<file path="src/rtl/pulse_swallow_div.sv">
module pulse_swallow_div #(
  parameter int B_W = 13,
  parameter int A_W = 5
) (
  input  logic           clk,
  input  logic           rst,
  input  logic           pwr_dn,
  input  logic [1:0]     psel,
  input  logic [B_W-1:0] b_val,
  input  logic [A_W-1:0] a_val,
  output logic           div_pulse,
  output logic           cfg_err
);

  localparam int PC_W = 6;

  function automatic logic [PC_W-1:0] base_mod(input logic [1:0] s);
    case (s)
      2'd0:    return PC_W'(8);
      2'd1:    return PC_W'(16);
      default: return PC_W'(32);
    endcase
  endfunction

  logic [PC_W-1:0] p_cur, pcnt;
  logic [B_W-1:0]  bcnt;
  logic [A_W-1:0]  acnt, a_cur;

  wire [B_W-1:0] b_eff   = (b_val == '0) ? B_W'(1) : b_val;
  wire           swallow = (acnt != '0);
  wire           pre_end = swallow ? (pcnt == p_cur) : (pcnt == p_cur - 1'b1);
  wire           last    = pre_end && (bcnt == B_W'(1));

  assign cfg_err = (int'(a_val) > int'(b_val)) ||
                   (int'(a_val) >= int'(base_mod(psel))) ||
                   (psel == 2'd3);

  always_ff @(posedge clk) begin
    if (rst || pwr_dn || last) begin
      pcnt  <= '0;
      bcnt  <= b_eff;
      acnt  <= a_val;
      a_cur <= a_val;
      p_cur <= base_mod(psel);
    end else if (pre_end) begin
      pcnt <= '0;
      bcnt <= bcnt - 1'b1;
      if (swallow) acnt <= acnt - 1'b1;
    end else begin
      pcnt <= pcnt + 1'b1;
    end
    div_pulse <= !(rst || pwr_dn) && last;
  end

  assert_one_wide_R3: assert property (@(posedge clk) disable iff (rst)
    div_pulse |=> !div_pulse);

  assert_quiet_pd_R7: assert property (@(posedge clk) disable iff (rst)
    pwr_dn |=> !div_pulse);

  assert_pcnt_in_range_R2: assert property (@(posedge clk) disable iff (rst)
    pcnt <= p_cur);

  assert_swallow_bound_R4: assert property (@(posedge clk) disable iff (rst)
    acnt <= a_cur);

  assert_pulse_aligned_R8: assert property (@(posedge clk) disable iff (rst)
    div_pulse |-> (pcnt == '0 && acnt == a_cur));

endmodule

</file>
<file path="config.mk">
export PLATFORM = sky130hd
export DESIGN_NAME = pulse_swallow_div
export DESIGN_NICKNAME = d
export VERILOG_FILES = /design/src/rtl/pulse_swallow_div.sv
export SDC_FILE = /design/constraint.sdc
export NUM_CORES = 1
export LEC_CHECK = 0
export ABC_CLOCK_PERIOD_IN_PS = 7560
export BUFFER_PORTS_ARGS = -buffer_cell sky130_fd_sc_hd__buf_4
export CAP_MARGIN = 20
export CORE_ASPECT_RATIO = 1.2
export CORE_UTILIZATION = 60
export DETAILED_ROUTE_END_ITERATION = 8
export PLACE_DENSITY = 0.83
export SYNTH_ARGS = -nofsm -noshare
export SYNTH_HDL_FRONTEND = slang
export SYNTH_SLANG_ARGS = --single-unit
</file>
<file path="constraint.sdc">
create_clock -name clk -period 7.56 [get_ports clk]
set_input_delay 0.378 -clock clk [delete_from_list [all_inputs] [get_ports clk]]
set_output_delay 0.378 -clock clk [all_outputs]
set_load 0.01 [all_outputs]
</file>
==> flow_summary.yaml, run 1 <==
outcome:
  status: "finished, final reports clean"
run:
  max_cap_viol_count: 0
routing:
  wirelength_mm: 3.39
  drc: 0
  dr.pass1.iters: 4
  via_per_inst: 5.83
  ant_nets: 0
  avgRoutedWirePerCell_um: 15.2
  drtIter0Drc: 28
  num_vias: 1301
grt:
  grt_usage_pct: 24.3
  grt_pass1_wl_mm: 5.65
  met2_usage_pct: 43.8
  antenna_found_initial: 0
  overflow: 0
  grt.met1_usage_pct: 27.6
  grt.busiest_layer: "met2"
  grt_pass1_vias: 1329
  use_met3_pct: 2.43
  grt_max_degree: 20
floorplan:
  core_um2: 2810
  die_h_um: 61.9
  rows: 21
  die_w_um: 52.0
  dieArea_um2: 3220
  ios: 25
  start_util_pct: 63.9
layout:
  fill_cells: 194
  postLayoutCoreUtil_pct: 72.7
  area_growth_pct: 13.7
  fin_nets: 226
  antenna_cells: 0
  drive_gt1_share_pct: 21.7
  fin_cells: 223
  final_common_cell: "buf_4"
  most-common-layout-cells: "buf_4 (24), edfxtp_1 (21), inv_1 (15), nor2_1 (14), ha_1 (13)"
power:
  pwr-share-comb_pct: 19.2
  p_total_mw: 0.350
  switching_share_pct: 26.2
  peakVddDrop_v: 0.000120
  p_seq_share_pct: 55.4
  switching_power_mw: 0.0919
  internal-power_mw: 0.258
  power_frac_clock_pct: 25.3
  power_density_nw_per_um2: 171
  p_leak_nw: 0.909
timing:
  worst_pin_slew_ns: 0.774
  period_minus_slack_ns: 2.56
  maxSlewViolCount: 0
  hold_violations: 0
  fin_tns_setup_ns: 0
  finalSetupViolations: 0
  fmax_mhz: 391
  rsz0062_at_grt: "false"
  skew_ns: 0.00543
  post-route-period-util_pct: 33.8
  maxSlewHeadroom_pct: 48.3
placement:
  place.gp.congestion: 0.794
  dp.cells: 219
  io_buffer_count: 24
  place.detailed.hpwl_mm: 2.59
worst_setup_path:
  worst-path-max-fanout: 19
  r2r-start: "acnt[0]"
  worst_setup_path_start_kind: "flop"
  cp_data_arrival_time_ns: 2.67
  reg2reg_depth: 8
  required_ns: 7.67
  end_kind: "flop"
  r2r_end: "bcnt[5]"
  critPathKind: "reg -> reg"
  ff2ff_setup_slack_ns: 5.00
cts:
  htreeDepth: 1
  clock_path_buffers: 2
  cts_sinks: 28
  clk_latency_ns: 0.34
  postCtsSetupBuffers: 0
  cts.repair.resized: 0
  clkTransAtPathRegs_ns: 0.16
  cts_buffers: 3
  cts_tree: "yes"
  cts-root-buf: "clkbuf_4"
  holdBufCountCts: 0
synth:
  synth_area_leader_cell: "edfxtp_1"
  netlist_area_um2: 1800
  synth_cells: 163
  syn_avg_cell_area_um2: 11.0
  ys_ff_latch: 28
  synthDominantCellAreaShare_pct: 35.1
  synth_cell_type_count: 35
  ys_warn_count: 0
  seq_area_frac_synth_pct: 42.9
  yosys-top-cells-area: "edfxtp_1 (35%), ha_1 (9.1%), dfxtp_1 (7.8%)"
  syn_nets: 199
hold_path:
  holdCritStartpoint: "rst"
  holdPathEnd: "div_pulse"
  whs_path_depth: 2
  worstHoldPathType: "in -> reg"
Yosys cell counts:
| cell | n |
|---|---|
| a22o_1 | 1 |
| dfxtp_1 | 7 |
| nor4b_2 | 1 |
| nand3_1 | 4 |
| buf_12 | 1 |
| and2_1 | 1 |
| nor4_1 | 3 |
| nand3b_1 | 1 |
| o221ai_1 | 1 |
| mux2_2 | 7 |
| nor2_1 | 14 |
| mux2_4 | 2 |
| nand2_8 | 1 |
| nand2_1 | 7 |
| mux2i_1 | 7 |
| nor2b_1 | 2 |
| xnor3_1 | 1 |
| o21a_1 | 1 |
| edfxtp_1 | 21 |
| and3_1 | 2 |
| a21oi_1 | 5 |
| o41ai_1 | 1 |
| and4bb_2 | 1 |
| xor2_1 | 12 |
| xnor2_1 | 9 |
| nor3_1 | 4 |
| ha_1 | 13 |
| o21ai_0 | 4 |
| nand2b_4 | 1 |
| a31oi_1 | 2 |
| nand2b_1 | 3 |
| or4_1 | 5 |
| nand4_1 | 2 |
| inv_1 | 15 |
| clkbuf_1 | 1 |
cells by family (layout without fill, tap and decap cells):
| kind of cell | Yosys count | after routing | synth area share (%) |
|---|---|---|---|
| mux | 16 | 16 | 9.96 |
| xor+xnor | 22 | 22 | 11.5 |
| compound gates | 15 | 15 | 5.08 |
| buf+inv | 17 | 43 | 4.46 |
| simple gates | 52 | 52 | 17.1 |
| fa+ha+maj | 13 | 13 | 9.05 |
| flops | 28 | 28 | 42.9 |
layer usage:
| metal | vias up | part of all wire (%) |
|---|---|---|
| met5 | - | 0 |
| met4 | 0 | 2.9 |
| met3 | 10 | 3.4 |
| met2 | 39 | 50 |
| met1 | 616 | 43 |
| li1 | 636 | - |
critical path: stages (launching register included):
cell,delay (ns)
edfxtp_1,0.41
inv_1,0.08
ha_1,0.19
nor4b_2,0.18
or4_1,0.47
a22o_1,0.25
nand2b_4,0.20
nand2_8,0.19
mux2_2,0.36
power groups by stage:
| stage | Sequential (mW) | Combinational, mW | Clock, mW |
|---|---|---|---|
| floorplan | 0.194 | 0.0467 | 0 |
| global placement | 0.196 | 0.0629 | 0 |
| detailed placement | 0.197 | 0.0668 | 0 |
| CTS | 0.194 | 0.0675 | 0.0902 |
| global route | 0.196 | 0.0751 | 0.0947 |
| finish | 0.194 | 0.0673 | 0.0887 |
sequential cells by signal (all words and copies together), names as in the netlist:
register	cells
div_pulse	1
acnt	5
p_cur	3
pcnt	6
bcnt	13
final cells by class:
type / instances / area (µm²) / share of cell area (%)
Sequential cell: 28 / 771 / 37.7
Timing Repair Buffer: 24 / 180 / 8.82
Clock buffer: 4 / 47.5 / 2.33
Tap cell: 34 / 42.5 / 2.08
Inverter: 15 / 56.3 / 2.76
Multi-Input combinational cell: 118 / 946 / 46.3
metrics by stage:
step / hold slack (ns) / worst slack, ns / instance area, µm²
floorplan: 0.435 / 5.16 / 1800
global placement: 0.456 / 5.07 / 2000
detailed placement: 0.473 / 5.02 / 2000
CTS: 0.170 / 5.00 / 2040
global route: 0.172 / 4.92 / 2040
finish: 0.175 / 5.00 / 2040
worst max path at each step:
stage / startpoint / to / slack, ns / depth (start not counted)
after global placement: acnt[0] / bcnt[5] / 5.07 / 8
final: acnt[0] / bcnt[5] / 5.00 / 8
after floorplan: acnt[0] / bcnt[10] / 5.16 / 9
after global routing: acnt[0] / acnt[4] / 4.92 / 8
after detailed placement: acnt[0] / bcnt[12] / 5.02 / 8
after CTS: acnt[0] / bcnt[12] / 5.00 / 8
No activity file was read; power rests on OpenSTA's default activity.
==> run 2, diff against run 1 <==
==> config.mk (replaced) <==
export PLATFORM = sky130hd
export DESIGN_NAME = pulse_swallow_div
export DESIGN_NICKNAME = d
export VERILOG_FILES = /design/src/rtl/pulse_swallow_div.sv
export SDC_FILE = /design/constraint.sdc
export NUM_CORES = 1
export LEC_CHECK = 0
export ABC_CLOCK_PERIOD_IN_PS = 2200
export BUFFER_PORTS_ARGS = -buffer_cell sky130_fd_sc_hd__buf_4
export CAP_MARGIN = 20
export CORE_ASPECT_RATIO = 1.2
export CORE_UTILIZATION = 51
export DETAILED_ROUTE_END_ITERATION = 8
export PLACE_DENSITY = 0.75
export SYNTH_ARGS = -nofsm -noshare
export SYNTH_HDL_FRONTEND = slang
export SYNTH_SLANG_ARGS = --single-unit
==> constraint.sdc (replaced) <==
create_clock -name clk -period 2.2 [get_ports clk]
set_input_delay 0.11 -clock clk [delete_from_list [all_inputs] [get_ports clk]]
set_output_delay 0.11 -clock clk [all_outputs]
set_load 0.01 [all_outputs]
==> run 2 against run 1 <==
- the run now ends with negative setup slack left
- largest power group unchanged
- critical endpoint is now bcnt[11]
- first-iteration DRC count down 11%
- via count up 6.8%
- clock skew grew 0.0013 ns
- fmax grew 16%
- power grew to 3.7 times the previous value
==> flow_summary.yaml, run 2 (same netlist as run 1, synthesis figures left out) <==
routing:
  wirelength_mm: 3.89
  via_per_inst: 5.60
  wl_met1_mm: 1.60
  highest-signal-layer: "met4"
  drc: 0
  route.met2.wl_mm: 2.10
  num_vias: 1390
  ant_nets: 0
  wl_met3_um: 139
  dr.pass1.iters: 4
  avgRoutedWirePerCell_um: 15.7
  drtIter0Drc: 25
worst_setup_path:
  max_stage_delay_ns: 0.40
  crit_chain: "inv_2 > ha_4 > nor4b_4 > or4_1 > a22o_1 > nand2b_4 > nand2_8 > mux2_4"
  critPathBufInv: 1
  required_ns: 2.25
  worst_setup_path_start_kind: "flop"
  reg2reg_depth: 8
  cp_top_family: "simple AND/OR/NAND/NOR gates"
  crit_end: "bcnt[11]"
  r2r_end: "bcnt[11]"
  cp_data_arrival_time_ns: 2.26
  r2r-start: "acnt[0]"
  critPathLaunch: "acnt[0]"
  worst-path-max-fanout: 5
  end_kind: "flop"
  critPathKind: "reg -> reg"
  ff2ff_setup_slack_ns: -0.01
  crit_cells: 8
  critPathSlowestCell: "or4_1"
layout:
  most-common-layout-cells: "buf_4 (41), edfxtp_1 (21), inv_1 (13), nor2_1 (13)"
  top_register: "bcnt"
  fin_nets: 248
  reg_top3: "bcnt x13, pcnt x6, acnt x5"
  fin_cells: 248
  area_growth_pct: 29.5
  largest_register_ff_count: 13
  final_common_cell: "buf_4"
  drive_gt1_share_pct: 31.8
  antenna_cells: 0
outcome:
  status: "complete, but fails checks"
  violations: "negative setup slack"
timing:
  holdWs_ns: 0.0390
  maxSlewViolCount: 0
  finalSetupViolations: 6
  rsz0062_at_grt: "true"
  fmax_mhz: 452
  fin_ws_ns: -0.0101
  post-route-period-util_pct: 100
  period_minus_slack_ns: 2.21
  maxSlewHeadroom_pct: 78.3
  worst_pin_slew_ns: 0.322
  hold_violations: 0
  skew_ns: 0.00678
placement:
  place.detailed.hpwl_mm: 2.78
  place.gp.congestion: 0.796
  dp_slack_ns: -0.0466
  dp.cells: 237
  io_buffer_count: 24
grt:
  antenna_found_initial: 0
  grt_max_degree: 16
  grt_pass1_wl_mm: 6.19
  grt_usage_pct: 21.7
  overflow: 0
  grt_pass1_vias: 1415
floorplan:
  start_util_pct: 53.8
  die_h_um: 67.0
  rows: 23
  dieArea_um2: 3770
  core_um2: 3340
  die_w_um: 56.2
  ios: 25
hold_path:
  worstHoldPathType: "in -> reg"
  whs_path_depth: 1
  holdCritStartpoint: "psel[1]"
cts:
  cts_tree: "yes"
  htreeDepth: 1
  clkTransAtPathRegs_ns: 0.10
  clk_latency_ns: 0.28
  cts_sinks: 28
  clock_path_buffers: 2
  cts_buffers: 3
  cts-root-buf: "clkbuf_8"
power:
  power_density_nw_per_um2: 550
  peakVddDrop_v: 0.000489
  p_leak_nw: 1.06
  p_total_mw: 1.28
run:
  max_cap_viol_count: 0
==> run 2: cell types whose count changed in the layout (fill, tap and decap cells not counted), moves of 3 or more <==
cell / before / now
clkbuf_4: 3 / 0
mux2_2: 7 / 0
mux2_4: 2 / 9
clkbuf_8: 0 / 3
buf_4: 24 / 41
==> run 2: per-stage QoR <==
| stage | TNS [ns] | utilization (%) | cell area [µm²] |
|---|---|---|---|
| finish | -0.0428 | 69.7 | 2330 |
| global route | -1.41 | 69.7 | 2330 |
| CTS | -0.0462 | 67.3 | 2250 |
| detailed placement | -0.456 | 64.0 | 2140 |
| global placement | 0 | 64.0 | 2140 |
| floorplan | -0.577 | - | 1810 |
==> run 2: power breakdown <==
group | switching, mW | internal [mW] | leakage, nW
clock | 0.167 | 0.131 | 0.0228
sequential | 0.0441 | 0.625 | 0.273
combinational | 0.135 | 0.178 | 0.764
==> run 2: final cells by class <==
class                   count  area [µm²]
well taps                  37        46.3
flip-flops and latches     28         771
repair buffers             45         368
fillers                   241        1010
inverters                  15        56.3
clock buffers               4        45.0
multi-input cells         119        1040
==> run 2: how the worst min path moves through the flow <==
stage	endpoint	slack [ns]
final	p_cur[5]	0.04
after global routing	p_cur[5]	0.03
after CTS	p_cur[5]	0.04
after detailed placement	div_pulse	0.28
after global placement	div_pulse	0.28
after floorplan	div_pulse	0.19
==> run 2: metal layers <==
metal	vias up	global-route usage (%)
met2	34	42.3
li1	681	-
met4	0	7.01
met5	-	0
met1	671	22.9
met3	4	5.05
==> run 2: what timing repair did <==
action,in CTS,in global routing
hold endpoints to repair,1,0
cloned,1,0
setup buffers,1,3
hold buffers,2,0
pin swaps,3,0
endpoints found under the setup margin,16,26
gates resized for setup,6,14
==> run 3, diff against run 2 <==
--- a/config.mk
+++ b/config.mk
@@ -11,7 +11,7 @@
 export CORE_ASPECT_RATIO = 1.2
 export CORE_UTILIZATION = 51
 export DETAILED_ROUTE_END_ITERATION = 8
-export PLACE_DENSITY = 0.75
+export PLACE_DENSITY_LB_ADDON = 0.25
 export SYNTH_ARGS = -nofsm -noshare
 export SYNTH_HDL_FRONTEND = slang
 export SYNTH_SLANG_ARGS = --single-unit
==> run 3 against run 2 <==
- the run still ends with negative setup slack left
- first-iteration DRC count up 40%
- global-route usage up 0.83 points
- largest cell class unchanged
- worst setup slack worse by 0.038 ns
- utilization unchanged
- count of clock-buffer cells in the layout down 1
- via count down 0.65%
- non-clock buffer count up 3
==> flow_summary.yaml, run 3 (same netlist as run 1, synthesis figures left out) <==
grt:
  grt_usage_pct: 22.5
  grt_pass1_wl_mm: 6.34
  overflow: 0
  grt_pass1_vias: 1435
  antenna_found_initial: 0
  grt_max_degree: 19
layout:
  final_common_cell: "buf_4"
  antenna_cells: 0
  drive_gt1_share_pct: 32.2
  top_register: "bcnt"
  final_area_um2: 2330
  fin_cells: 251
  postLayoutCoreUtil_pct: 69.7
  largest_register_ff_count: 13
  area_growth_pct: 29.5
  fill_cells: 247
  fin_nets: 251
  most-common-layout-cells: "buf_4 (44), edfxtp_1 (21), inv_1 (13), nor2_1 (13)"
  reg_top3: "bcnt x13, pcnt x6, acnt x5"
timing:
  fin_tns_setup_ns: -0.265
  holdWs_ns: 0.0345
  post-route-period-util_pct: 102
  maxSlewViolCount: 0
  rsz0062_at_grt: "true"
  period_minus_slack_ns: 2.25
  hold_violations: 0
  fmax_mhz: 445
  skew_ns: 0.00953
  worst_pin_slew_ns: 0.376
  maxSlewHeadroom_pct: 74.7
  fin_ws_ns: -0.0483
  finalSetupViolations: 10
cts:
  clk_latency_ns: 0.29
  htreeDepth: 1
  cts_tree: "yes"
  clkTransAtPathRegs_ns: 0.09
  cts_buffers: 3
  cts_sinks: 28
  cts-root-buf: "clkbuf_8"
  clock_path_buffers: 2
run:
  max_cap_viol_count: 0
worst_setup_path:
  end_kind: "flop"
  worst_setup_path_start_kind: "flop"
  crit_chain: "inv_2 > ha_4 > nor4b_4 > or4_1 > a22o_1 > nand2b_4 > nand2_8 > mux2_4"
  crit_cells: 8
  critPathKind: "reg -> reg"
  worst-path-max-fanout: 5
  critPathSlowestCell: "or4_1"
  r2r_end: "acnt[2]"
  cp_data_arrival_time_ns: 2.29
  required_ns: 2.24
  ff2ff_setup_slack_ns: -0.05
  reg2reg_depth: 8
  crit_end: "acnt[2]"
  max_stage_delay_ns: 0.41
  cp_top_family: "simple AND/OR/NAND/NOR gates"
  critPathBufInv: 1
  r2r-start: "acnt[0]"
  critPathLaunch: "acnt[0]"
routing:
  wirelength_mm: 3.90
  avgRoutedWirePerCell_um: 15.6
  num_vias: 1381
  dr.pass1.iters: 4
  drc: 0
  ant_nets: 0
  via_per_inst: 5.50
  drtIter0Drc: 35
placement:
  placed_area_um2: 2170
  io_buffer_count: 24
  dp_slack_ns: -0.113
  dp.cells: 241
  place.gp.congestion: 0.794
  place.detailed.hpwl_mm: 2.86
power:
  p_total_mw: 1.28
  power_density_nw_per_um2: 548
  peakVddDrop_v: 0.000408
  p_leak_nw: 1.06
outcome:
  status: "complete, but fails checks"
  violations: "negative setup slack"
hold_path:
  worstHoldPathType: "in -> reg"
floorplan:
  start_util_pct: 53.8
  die_w_um: 56.2
  core_um2: 3340
  ios: 25
  die_h_um: 67.0
  dieArea_um2: 3770
  rows: 23
run 3: where the power goes:
part           switching, mW  total [mW]  internal, mW
Clock                  0.173       0.299         0.126
Combinational          0.137       0.313         0.177
Sequential            0.0386       0.663         0.624
run 3: how the worst min path moves through the flow:
| stage | start | endpoint | slack, ns | cells after the start |
|---|---|---|---|---|
| 6_report | psel[1] | p_cur[5] | 0.03 | 1 |
| 5_1_grt | psel[1] | p_cur[5] | 0.03 | 1 |
| 4_1_cts | psel[1] | p_cur[5] | 0.04 | 1 |
| 3_5_place_dp | rst | div_pulse | 0.28 | 2 |
| 3_3_place_gp | rst | div_pulse | 0.28 | 2 |
| 2_1_floorplan | rst | div_pulse | 0.19 | 1 |
run 3: routing by layer:
metal	routed length, µm	global-route usage, %
met1	1670	25.5
met2	2000	41.1
met3	127	2.91
met4	112	12.5
met5	0	0
run 3: worst reg2reg max path: cells and delay by family, from the launching register on:
family / cells / cell delay [ns]
and+or+nand+nor: 4 / 0.86
AOI/OAI and AO/OA: 1 / 0.24
buffers and inverters: 1 / 0.07
DFF: 1 / 0.38
muxes: 1 / 0.31
adders and majority gates: 1 / 0.15
run 3: area by class of cell:
class	instances	area (µm²)	area share [%]
Clock buffer	3	41.3	1.77
Multi-Input combinational cell	119	1020	43.8
Inverter	15	56.3	2.42
Tap cell	37	46.3	1.99
Sequential cell	28	771	33.1
Clock inverter	1	3.75	0.161
Timing Repair Buffer	48	390	16.8
run 3: repair_timing:
item | 4_1_cts | 5_1_grt
cloned | 1 | 0
pin swaps | 2 | 1
setup endpoints to repair | 20 | 26
setup buffers | 2 | 1
endpoints found under the hold margin | 1 | 0
resized for setup | 8 | 7
hold buffers | 2 | 0
